[src/rtl/push_pkg.sv]
`timescale 1ns/1ps
package push_pkg;
  localparam int BYTE_W = 8;

  // Width override carried with one push instruction
  typedef enum logic [1:0] {
    SFX_NONE  = 2'b00,
    SFX_SHORT = 2'b01,
    SFX_LONG  = 2'b10,
    SFX_RSVD  = 2'b11
  } sfx_e;
endpackage

[src/rtl/push_width_res.sv]
`timescale 1ns/1ps
module push_width_res
  import push_pkg::*;
(
  input  logic       mode_long,
  input  logic [1:0] sfx_sel,
  output logic       use_long
);
  always_comb begin
    case (sfx_e'(sfx_sel))
      SFX_SHORT: use_long = 1'b0;
      SFX_LONG:  use_long = 1'b1;
      default:   use_long = mode_long;
    endcase
  end
endmodule

[src/rtl/push_addr_gen.sv]
`timescale 1ns/1ps
module push_addr_gen #(
  parameter int ADDR_W  = 24,
  parameter int SHORT_W = 16,
  parameter int OFF_W   = 2
) (
  input  logic                      use_long,
  input  logic [ADDR_W-1:0]         sp_l,
  input  logic [SHORT_W-1:0]        sp_s,
  input  logic [ADDR_W-SHORT_W-1:0] base,
  input  logic [OFF_W-1:0]          off,
  output logic [ADDR_W-1:0]         addr
);
  logic [ADDR_W-1:0]  a_long;
  logic [SHORT_W-1:0] a_short;

  // each pointer wraps inside its own width; short never borrows into base
  assign a_long  = sp_l - ADDR_W'(off);
  assign a_short = sp_s - SHORT_W'(off);
  assign addr    = use_long ? a_long : {base, a_short};
endmodule

[src/rtl/push_byte_pick.sv]
`timescale 1ns/1ps
module push_byte_pick
  import push_pkg::*;
#(
  parameter int VAL_W = 24,
  parameter int IDX_W = 2
) (
  input  logic [VAL_W-1:0]  val,
  input  logic [IDX_W-1:0]  idx,
  output logic [BYTE_W-1:0] byte_o
);
  localparam int NLANE = VAL_W / BYTE_W;

  logic [BYTE_W-1:0] lane [NLANE];

  for (genvar g = 0; g < NLANE; g++) begin : g_lane
    assign lane[g] = val[g*BYTE_W +: BYTE_W];
  end

  always_comb begin
    byte_o = '0;
    for (int i = 0; i < NLANE; i++) begin
      if (idx == IDX_W'(i)) byte_o = lane[i];
    end
  end
endmodule

[src/rtl/push_sp_bank.sv]
`timescale 1ns/1ps
module push_sp_bank #(
  parameter int                  ADDR_W   = 24,
  parameter int                  SHORT_W  = 16,
  parameter int                  NB_L     = 3,
  parameter int                  NB_S     = 2,
  parameter logic [ADDR_W-1:0]   SPL_INIT = '0,
  parameter logic [SHORT_W-1:0]  SPS_INIT = '0
) (
  input  logic               clk,
  input  logic               rst,
  input  logic               dec_long,
  input  logic               dec_short,
  output logic [ADDR_W-1:0]  sp_l,
  output logic [SHORT_W-1:0] sp_s
);
  always_ff @(posedge clk) begin
    if (rst) begin
      sp_l <= SPL_INIT;
      sp_s <= SPS_INIT;
    end else begin
      if (dec_long)  sp_l <= sp_l - ADDR_W'(NB_L);
      if (dec_short) sp_s <= sp_s - SHORT_W'(NB_S);
    end
  end
endmodule

[src/rtl/dual_stack_pusher.sv]
`timescale 1ns/1ps
module dual_stack_pusher
  import push_pkg::*;
#(
  parameter int                 ADDR_W   = 24,
  parameter int                 SHORT_W  = 16,
  parameter logic [ADDR_W-1:0]  SPL_INIT = '0,
  parameter logic [SHORT_W-1:0] SPS_INIT = '0
) (
  input  logic                      clk,
  input  logic                      rst,
  input  logic                      push_req,
  input  logic [ADDR_W-1:0]         push_val,
  input  logic                      mode_long,
  input  logic [1:0]                sfx_sel,
  input  logic [ADDR_W-SHORT_W-1:0] mem_base,
  output logic                      busy,
  output logic                      mem_we,
  output logic [ADDR_W-1:0]         mem_addr,
  output logic [BYTE_W-1:0]         mem_wdata,
  output logic [ADDR_W-1:0]         sp_long,
  output logic [SHORT_W-1:0]        sp_short
);
  localparam int BASE_W = ADDR_W - SHORT_W;
  localparam int NB_L   = ADDR_W / BYTE_W;
  localparam int NB_S   = SHORT_W / BYTE_W;
  localparam int CW     = $clog2(NB_L + 1);

  // captured operands of the push in flight
  logic              busy_q, lng_q;
  logic [ADDR_W-1:0] val_q;
  logic [BASE_W-1:0] base_q;
  logic [CW-1:0]     off_q;
  logic [CW-1:0]     nb_q;

  // registered memory port
  logic              we_q;
  logic [ADDR_W-1:0] addr_q;
  logic [BYTE_W-1:0] data_q;

  logic              accept, is_long_in, more, emit, last;
  logic              cur_long;
  logic [ADDR_W-1:0] cur_val;
  logic [BASE_W-1:0] cur_base;
  logic [CW-1:0]     cur_off, cur_nb, byte_idx;
  logic [ADDR_W-1:0] nxt_addr;
  logic [BYTE_W-1:0] nxt_byte;

  push_width_res u_wres (
    .mode_long (mode_long),
    .sfx_sel   (sfx_sel),
    .use_long  (is_long_in)
  );

  assign accept = push_req && !busy_q;
  assign nb_q   = lng_q ? CW'(NB_L) : CW'(NB_S);
  assign more   = busy_q && (off_q != nb_q);
  assign emit   = accept || more;

  // on the accept cycle the first byte is built straight from the inputs
  always_comb begin
    if (accept) begin
      cur_long = is_long_in;
      cur_val  = push_val;
      cur_base = mem_base;
      cur_off  = CW'(1);
    end else begin
      cur_long = lng_q;
      cur_val  = val_q;
      cur_base = base_q;
      cur_off  = off_q + CW'(1);
    end
    cur_nb   = cur_long ? CW'(NB_L) : CW'(NB_S);
    byte_idx = cur_nb - cur_off;
  end

  assign last = emit && (cur_off == cur_nb);

  push_addr_gen #(
    .ADDR_W  (ADDR_W),
    .SHORT_W (SHORT_W),
    .OFF_W   (CW)
  ) u_agen (
    .use_long (cur_long),
    .sp_l     (sp_long),
    .sp_s     (sp_short),
    .base     (cur_base),
    .off      (cur_off),
    .addr     (nxt_addr)
  );

  push_byte_pick #(
    .VAL_W (ADDR_W),
    .IDX_W (CW)
  ) u_bpick (
    .val    (cur_val),
    .idx    (byte_idx),
    .byte_o (nxt_byte)
  );

  // pointers move only on the edge that issues the final byte
  push_sp_bank #(
    .ADDR_W   (ADDR_W),
    .SHORT_W  (SHORT_W),
    .NB_L     (NB_L),
    .NB_S     (NB_S),
    .SPL_INIT (SPL_INIT),
    .SPS_INIT (SPS_INIT)
  ) u_spbank (
    .clk       (clk),
    .rst       (rst),
    .dec_long  (last && cur_long),
    .dec_short (last && !cur_long),
    .sp_l      (sp_long),
    .sp_s      (sp_short)
  );

  always_ff @(posedge clk) begin
    if (rst) begin
      busy_q <= 1'b0;
      lng_q  <= 1'b0;
      val_q  <= '0;
      base_q <= '0;
      off_q  <= '0;
      we_q   <= 1'b0;
      addr_q <= '0;
      data_q <= '0;
    end else begin
      we_q <= emit;
      if (emit) begin
        addr_q <= nxt_addr;
        data_q <= nxt_byte;
        off_q  <= cur_off;
      end
      if (accept) begin
        busy_q <= 1'b1;
        lng_q  <= is_long_in;
        val_q  <= push_val;
        base_q <= mem_base;
      end else if (busy_q && !more) begin
        busy_q <= 1'b0;
      end
    end
  end

  assign busy      = busy_q;
  assign mem_we    = we_q;
  assign mem_addr  = addr_q;
  assign mem_wdata = data_q;
endmodule

[config.mk]
export PLATFORM = sky130hd
export DESIGN_NAME = dual_stack_pusher
export DESIGN_NICKNAME = d
export VERILOG_FILES = /design/src/rtl/push_pkg.sv /design/src/rtl/push_width_res.sv /design/src/rtl/push_addr_gen.sv /design/src/rtl/push_byte_pick.sv /design/src/rtl/push_sp_bank.sv /design/src/rtl/dual_stack_pusher.sv
export SDC_FILE = /design/constraint.sdc
export NUM_CORES = 1
export LEC_CHECK = 0
export ABC_AREA = 1
export BUFFER_PORTS_ARGS = -buffer_cell sky130_fd_sc_hd__buf_2
export CAP_MARGIN = 10
export CORE_MARGIN = 4
export CORE_UTILIZATION = 40
export DETAILED_ROUTE_END_ITERATION = 16
export SKIP_LAST_GASP = 1
export SLEW_MARGIN = 25
export SYNTH_ARGS = -nofsm -noshare
export SYNTH_HDL_FRONTEND = slang
export SYNTH_HIERARCHICAL = 1
export SYNTH_SLANG_ARGS = --single-unit
[constraint.sdc]
create_clock -name clk -period 6.15 [get_ports clk]
set_clock_uncertainty 0.15 [all_clocks]
set_input_delay 0.3075 -clock clk [delete_from_list [all_inputs] [get_ports clk]]
set_output_delay 0.3075 -clock clk [all_outputs]
set_load 0.01 [all_outputs]
Word level (Yosys, flattened, before mapping)
Index checks and enable logic that the tools add are counted.
- $add $sub $neg: 6
- $mul: 0
- divide/modulo/power cells: 0
- magnitude comparators: 0
- equality and inequality tests: 6
- shift operators: 0
- multiplexer cells: 13
- bitwise gates (word level): 0
- reductions and logical operators: 12
- operators by type and width (operator ; count):
    24-bit 2-to-1 mux ; 2
    8-bit 2-to-1 mux ; 4
    24-bit by 2-bit subtractor with 24-bit output ; 1
    24-bit by 2-bit subtractor with 24-bit output (second input constant) ; 1
    16-bit by 2-bit subtractor with 16-bit output ; 1
    16-bit by 2-bit subtractor with 16-bit output (second input constant) ; 1
    1-bit logical AND ; 6
    1-bit 2-to-1 mux ; 5
    2-bit by 1-bit equality test with 1-bit output (second input constant) ; 2
    2-bit equality test (second input constant) ; 2
    1-bit logical NOT ; 3
    2-bit by 1-bit adder with 2-bit output (second input constant) ; 1
    2-bit equality test ; 1
    2-bit logical NOT ; 1
    2-bit 2-to-1 mux ; 1
    2-bit inequality test ; 1
    1-bit case mux with 2 select lines ; 1
    2-bit nonzero test ; 1
    2-bit subtractor ; 1
    1-bit logical OR ; 1
- register bits: 109
- bits in latches: 0
- bits in writable memories: 0
- bits in read-only memories: 0
- input port bits: 38
- output and inout bits: 74
- word-level logic and storage cells: 47
- memories: 0

Logic depth before layout (Yosys ltp)
Gate-level depths: netlist of the first run.
- depth in word-level cells: 9
- mapped depth: 18
- gate-level depth less buffers: 17

Cells and area by module
The synthesis of the first run kept the hierarchy.
- by module, submodules not included (module ; instances ; cells each ; area each (um2) ; seq. area each (um2)):
    dual_stack_pusher ; 1 ; 350 ; 3015.4 ; 1381.3
    push_sp_bank ; 1 ; 301 ; 2025.7 ; 780.7
    push_addr_gen ; 1 ; 272 ; 1360.1 ; 0.0
    push_byte_pick ; 1 ; 37 ; 187.7 ; 0.0
    push_width_res ; 1 ; 6 ; 31.3 ; 0.0

Worst setup path before layout of the first run
Ideal clock, no wire load.
- kind: reg-to-reg
- from: reg busy_q (netlist: busy)
- to: reg addr_q[14] (netlist: mem_addr[14])
- library setup time: 0.143 ns
- arrival time: 2.363 ns
- data required time: 5.857 ns
- path slack: 3.493 ns
- cell stages (with the launch flop): 17
- buffers on the path: 1
- period minus slack after synthesis: 2.657 ns
- cell sequence: dfxtp_1 nor2_4 inv_2 buf_2 and2_1 inv_1 fa_1 nor2_1 nand2_2 nor2_4 nand2_2 nor2_1 nand2_1 nand3_1 nand2_1 nand2_1 a21oi_2
- word-level cells in the longest chain between the ends: 5
- elaborated cells on any way between the ends: 9
- those cells by class: 2 x add/sub; 3 x mux; 4 x reduce/logical
- RTL lines (item ; RTL line ; text):
    start: declaration ; dual_stack_pusher.sv:30 ; logic busy_q, lng_q;
    start signal: assignment ; dual_stack_pusher.sv:120 ; busy_q <= 1'b0;
    start signal: assignment ; dual_stack_pusher.sv:136 ; busy_q <= 1'b1;
    start signal: assignment ; dual_stack_pusher.sv:141 ; busy_q <= 1'b0;
    1-bit logical NOT (*) ; dual_stack_pusher.sv:55 ; assign accept = push_req && !busy_q;
    1-bit logical AND (*) ; dual_stack_pusher.sv:55 ;
    2-bit 2-to-1 mux (*) ; dual_stack_pusher.sv:62 ; if (accept) begin
    named net cur_off[1] ; dual_stack_pusher.sv:45 ; logic [CW-1:0] cur_off, cur_nb, byte_idx;
    24-bit by 2-bit subtractor with 24-bit output or 16-bit by 2-bit subtractor with 16-bit output (tied branches) ; push_addr_gen.sv:18, push_addr_gen.sv:19 ;
    24-bit 2-to-1 mux (*) ; push_addr_gen.sv:20 ; assign addr = use_long ? a_long : {base, a_short};
    named net nxt_addr[14] ; dual_stack_pusher.sv:46 ; logic [ADDR_W-1:0] nxt_addr;
    end signal: assignment ; dual_stack_pusher.sv:131 ; addr_q <= nxt_addr;
    end: declaration ; dual_stack_pusher.sv:38 ; logic [ADDR_W-1:0] addr_q;
Mark *: on every way through the listed nets, which the timed path passes. The rest lies on a longest branch.
A chain may end at the register's enable or synchronous reset.

Final worst setup path of the first run
- from: reg busy_q (netlist: busy)
- to: reg u_spbank.sp_l[21]
- word-level cells in the longest chain between the ends: 7
- elaborated cells on any way between the ends: 10
- those cells by class: 1 x eq/ne; 3 x mux; 6 x reduce/logical
- RTL lines (item ; RTL line ; text):
    1-bit logical NOT ; dual_stack_pusher.sv:55 ;
    1-bit logical AND ; dual_stack_pusher.sv:55 ;
    1-bit 2-to-1 mux ; dual_stack_pusher.sv:62 ;
    1-bit 2-to-1 mux ; dual_stack_pusher.sv:73 ; cur_nb = cur_long ? CW'(NB_L) : CW'(NB_S);
    2-bit equality test ; dual_stack_pusher.sv:77 ; assign last = emit && (cur_off == cur_nb);
    1-bit logical AND ; dual_stack_pusher.sv:77 ;
    1-bit logical AND (*) ; dual_stack_pusher.sv:112 ; .dec_long (last && cur_long),
    end signal: assignment ; push_sp_bank.sv:22 ; if (dec_long) sp_l <= sp_l - ADDR_W'(NB_L);
    end: declaration ; push_sp_bank.sv:14 ; output logic [ADDR_W-1:0] sp_l,
Every way passes the cells marked *; elsewhere a longest branch is shown, timed or not.

==> impl_metrics.tcl, run 1 <==
set metrics [dict create \
    die_h_um 137 \
    dpl-instance-area_um2 7190 \
    crit_fanout 33 \
    diodes 0 \
    setup_viol_count_final 0 \
    clkPwrFrac 0.323 \
    regArea_um2 2160 \
    fin_crit_sh 0.536 \
    fp.coreArea_um2 16100 \
    status "completed" \
    viasPerCell 4.89 \
    antenna_found_initial 0 \
    p_seq_frac 0.390 \
    ys_types 41 \
    combinationalPowerShare 0.287 \
    drt_iter0_markers 366 \
    num_rows 46 \
    period_needed_ns 3.30 \
    drc 0 \
    intPower_mw 1.34 \
    die_area_um2 18700 \
    start_util 0.412 \
    fp.dieW_um 137 \
    htreeDepth 3 \
    syn_nets 1014 \
    multi_input_area_um2 3720 \
    cts_hold_buf 0 \
    post_cts_buffers 0 \
    synth_edf_count 0 \
    numCtsBuffers 9 \
    dr.pass1.iters 5 \
    final_common_cell "nand2_1" \
    final_max_slew_viol_count 0 \
    track_usage 0.194 \
    synthCells 966 \
    fin_util 0.469 \
    max_cap_violations 0 \
    power_switching_share 0.349 \
    cts_tree "built" \
    critPathKind "flop to flop" \
    fin_setup_tns_ns 0 \
    clk_path_buf_depth 2 \
    ys_ff_latch 108 \
    grt_overflow 0 \
    seq_area_frac_synth 0.327 \
    rsz0062_at_grt "no" \
    p_leak_nw 3.76 \
    nNetsFinal 1099 \
    clkSlewWorstSetupHoldPaths_ns 0.08 \
    dpl.hpwl_um 13000 \
    tightest_slew_ns 0.984 \
    yosys_warnings 6 \
    wl_per_cell_um 14.0 \
    slew_headroom 0.342 \
    netlist_area_um2 6620 \
    clock_latency_ns 0.36 \
    final.fill_count 1703 \
    grt_pass1_vias 5848 \
    worstSetupEndpointType "flop" \
    final_cell_mix "nand2_1, nor2_1, inv_1" \
    postSynth.asyncResetShare 0 \
    hp-class "input port to flop" \
    hold_violations 0 \
    wirelength_um 17800 \
    area_growth_pct 13.7 \
    fin_area_um2 7530 \
    drive_gt1_frac 0.258 \
    worstPathRequired_ns 6.30 \
    avgSynthCellArea_um2 6.85 \
    gp_congestion 0.855 \
    pin_count 112 \
    grt_start_max_net_pins 92 \
    cts-root-buf "clkbuf_16" \
    vias 6223 \
    fmax_mhz 303 \
    cp.arrival_ns 3.45 \
    cts_resized 0 \
    cts.sinks 108 \
    power_switching_mw 0.719 \
    drtAntennaViolNets 0 \
    ys.flop_type "dfxtp_1" \
    port_buffers 110 \
    grt_first_pass_wirelength_um 29200 \
    powerDensity_nw_per_um2 274 \
    start_kind "flop" \
    vdd_ir_drop_max_mv 0.159 \
]
[stage by stage]
stage,cells,setup slack [ns],hold WS [ns],power [mW]
2_1_floorplan,966,3.49,0.234,1.27
3_3_place_gp,1256,2.88,0.316,1.41
3_5_place_dp,1256,2.82,0.320,1.41
4_1_cts,1272,2.85,0.0494,2.08
5_1_grt,1272,2.48,0.0742,2.19
6_report,1272,2.85,0.0570,2.06
[worst max-delay path: stages, from the launching register on]
cell and delay, ns:
dfxtp_1 0.37, nor2_4 0.56, inv_2 0.13, nand2_1 0.11, o21ai_2 0.09, ha_1 0.31, nand3_1 0.11, nor2_1 0.55
nand3_2 0.25, nor2_1 0.18, nand3_1 0.15, nor2_1 0.14, nor2_1 0.05, nor2_1 0.09
[worst paths after layout]
| path | endpoint | slack [ns] | from | depth (start not counted) |
|---|---|---|---|---|
| worst max-delay path | u_spbank/sp_l[21] | 2.85 | busy | 13 |
| worst min-delay path | val_q[0] | 0.06 | push_val[0] | 3 |
| worst max register to register | u_spbank/sp_l[21] | 2.85 | busy | 13 |
| worst min register to register | mem_addr[19] | 0.33 | mem_addr[19] | 2 |
[layer usage]
metal | track usage | share of wire
met5 | 0 | 0
met4 | 0.0498 | 0.014
met3 | 0.0342 | 0.050
met2 | 0.310 | 0.45
met1 | 0.270 | 0.48
[cell type report]
cell class / count / area share
multi-input combinational: 695 / 0.494
sequential: 108 / 0.287
timing repair buffer: 112 / 0.0760
inverter: 125 / 0.0623
tap: 216 / 0.0359
clock buffer: 9 / 0.0299
clock inverter: 7 / 0.0148
[registers in the layout, indices dropped and copies added, names as in the netlist]
register,flops
busy,1
val_q,24
base_q,8
mem_addr,24
off_q,2
mem_we,1
mem_wdata,8
lng_q,1
u_spbank/sp_l,24
u_spbank/sp_s,15
[power groups by stage]
stage | Sequential (mW) | Clock, mW | Combinational (mW)
detailed placement | 0.821 | 0 | 0.590
CTS | 0.804 | 0.680 | 0.593
global route | 0.812 | 0.707 | 0.674
floorplan | 0.829 | 0 | 0.445
global placement | 0.821 | 0 | 0.587
finish | 0.804 | 0.666 | 0.593
[cell families (layout without fill, tap and decap cells)]
kind of cell,Yosys count,in the layout,share of synthesized area
AND/OR/NAND/NOR,540,540,0.402
buffers and inverters,163,253,0.112
AO/OA/AOI/OAI,128,128,0.117
flip-flops,108,108,0.327
XOR/XNOR,15,15,0.0198
adder cells (fa/ha/maj),10,10,0.0212
other,1,1,0.000566
multiplexers,1,1,0.00151
[cell usage after synthesis, types with 14 or more instances]
master / n / area [um2]
nand3_1: 76 / 380
nand3_2: 34 / 340
inv_1: 117 / 439
dfxtp_1: 108 / 2160
or2_2: 34 / 213
nor2_1: 136 / 510
nand2_1: 196 / 736
a21oi_1: 29 / 145
clkbuf_1: 14 / 52.6
nand4_1: 15 / 93.8
a21oi_2: 28 / 245
o21ai_1: 19 / 95.1
o21ai_0: 43 / 215
(Power assumes the default switching activity.)
==> run 2, diff against run 1 <==
==> constraint.sdc (replaced) <==
create_clock -name clk -period 3.1 [get_ports clk]
set_clock_uncertainty 0.15 [all_clocks]
set_input_delay 0.155 -clock clk [delete_from_list [all_inputs] [get_ports clk]]
set_output_delay 0.155 -clock clk [all_outputs]
set_load 0.01 [all_outputs]
==> run 2 against run 1 <==
Net effect:
- sequential share of layout area decreased by 1.3 points
- via count increased by 3.0%
- core utilization increased by 2.2 points
- die area unchanged
- count of clock-buffer cells in the layout increased by 2
- flip-flop and latch count unchanged
- power increased by 92%
- register-to-register slack got worse by 2.6 ns
- final cell count increased by 3.4%
- wire length increased by 3.9%
- critical path depth increased by 3
==> impl_metrics.tcl, run 2 (same netlist as run 1, synthesis figures left out) <==
set metrics [dict create \
    status "completed" \
    final_cell_mix "nand2_1, nor2_1, inv_1" \
    max_cap_violations 0 \
    cpLargestDelayFamily "simple AND/OR/NAND/NOR gates" \
    worstSetupEndpointType "flop" \
    hp-class "input port to flop" \
    fin_area_um2 7870 \
    cts_tree "built" \
    hold_violations 0 \
    fin_setup_tns_ns 0 \
    power_switching_mw 1.41 \
    antenna_found_initial 0 \
    final.fill_count 1643 \
    gp_congestion 0.856 \
    pin_count 112 \
    area_growth_pct 18.9 \
    wl_per_cell_um 14.1 \
    grt_overflow 0 \
    htreeDepth 3 \
    wirelength_um 18500 \
    period_needed_ns 2.88 \
    place_ws_ns -0.180 \
    clkPwrFrac 0.285 \
    num_rows 46 \
    viasPerCell 4.87 \
    powerDensity_nw_per_um2 503 \
    clk_path_buf_depth 2 \
    grt_first_pass_wirelength_um 28800 \
    fmax_mhz 347 \
    cp_cell_sequence "nor2_4 > inv_4 > nand2_1 > ha_1 > inv_1 > fa_1 > nor2_1 > nand2_2 > nor2_4 > nand2_2 > nor2_1 > nand2_1 > nand3_1 > nand2_1 > nand2_1 > a21oi_2" \
    crit_fanout 19 \
    fp.coreArea_um2 16100 \
    fin_util 0.490 \
    intPower_mw 2.55 \
    final_max_slew_viol_count 0 \
    tightest_slew_ns 0.760 \
    grt_pass1_vias 5590 \
    vdd_ir_drop_max_mv 0.261 \
    cpPeakStageDelay_ns 0.39 \
    dpl-instance-area_um2 7220 \
    start_kind "flop" \
    dr.pass1.iters 5 \
    cts.sinks 108 \
    grt_start_max_net_pins 56 \
    fin_crit_sh 0.930 \
    cpMostUsedCell "nand2_1" \
    cts-root-buf "clkbuf_16" \
    drt_iter0_markers 531 \
    die_area_um2 18700 \
    track_usage 0.195 \
    slew_headroom 0.494 \
    port_buffers 110 \
    worstPathRequired_ns 3.16 \
    instances_no_fill 1315 \
    final_common_cell "nand2_1" \
    nNetsFinal 1141 \
    combinationalPowerShare 0.312 \
    dpl.hpwl_um 13000 \
    vias 6410 \
    setup_viol_count_final 0 \
    critPathKind "flop to flop" \
    drtAntennaViolNets 0 \
    p_leak_nw 3.90 \
    power_switching_share 0.355 \
    fp.dieW_um 137 \
    drive_gt1_frac 0.258 \
    worst_slack_ns 0.217 \
    numCtsBuffers 9 \
    cpMaxStageDelayCell "fa_1" \
    drc 0 \
    clkSlewWorstSetupHoldPaths_ns 0.08 \
    path_buf_inv 2 \
    dp_cells 1261 \
    start_util 0.412 \
    die_h_um 137 \
    clock_latency_ns 0.35 \
    p_seq_frac 0.403 \
    cp.arrival_ns 2.95 \
]
-- run 2: cell count changes in the layout (fill, tap and decap cells not counted), moves of 2 or more --
cell           change
clkinvlp_4         +2
inv_8              -2
buf_4              +9
dlygate4sd3_1     +32
nor2_2             +3
bufinv_16          -2
-- run 2: worst paths after layout --
| path | from | to | slack, ns | depth (start not counted) |
|---|---|---|---|---|
| setup / recovery | busy | mem_addr[14] | 0.22 | 16 |
| hold / removal | mode_long | lng_q | 0.09 | 5 |
| setup reg to reg | busy | mem_addr[14] | 0.22 | 16 |
| hold reg to reg | mem_addr[16] | mem_addr[16] | 0.33 | 2 |
-- run 2: repair_timing --
item | 4_1_cts | 5_1_grt
gates resized for setup | 0 | 4
setup buffers | 0 | 3
pin swaps | 1 | 1
endpoints found under the hold margin | 32 | 0
gates cloned | 1 | 1
hold buffers | 32 | 0
setup endpoints to repair | 17 | 35
-- run 2: tightest hold or removal path: stages --
cell	delay (ns)
buf_2	0.08
nand2_1	0.04
nand2_1	0.11
o21ai_2	0.10
nor2_1	0.08
-- run 2: per-layer routing --
metal | up-vias | global-route usage | share of wire
met5 | - | 0 | 0
met1 | 2923 | 0.276 | 0.48
met3 | 18 | 0.0353 | 0.051
met2 | 150 | 0.309 | 0.46
li1 | 3319 | - | -
met4 | 0 | 0.0476 | 0.010
-- run 2: final cells by class --
type | instances | area (um2) | area share
inverters | 125 | 472 | 0.0599
flip-flops and latches | 108 | 2160 | 0.275
multi-input cells | 697 | 3730 | 0.474
clock buffers | 11 | 243 | 0.0308
diodes | 1 | 2.50 | 0.000318
well taps | 216 | 270 | 0.0343
repair buffers | 152 | 948 | 0.120
clock inverters | 5 | 43.8 | 0.00556
-- run 2: power by group through the flow --
stage               combinational (mW)  sequential, mW  clock [mW]
finish                            1.23            1.60        1.13
detailed placement                1.18            1.63           0
global route                      1.39            1.61        1.21
CTS                               1.22            1.60        1.16
global placement                  1.18            1.63           0
floorplan                        0.882            1.64           0
-- run 2: through the flow --
step           total power, mW  hold WS [ns]
2_1_floorplan             2.53        0.0811
3_3_place_gp              2.80         0.284
3_5_place_dp              2.81         0.279
4_1_cts                   3.97        0.0794
5_1_grt                   4.21         0.120
6_report                  3.96        0.0877
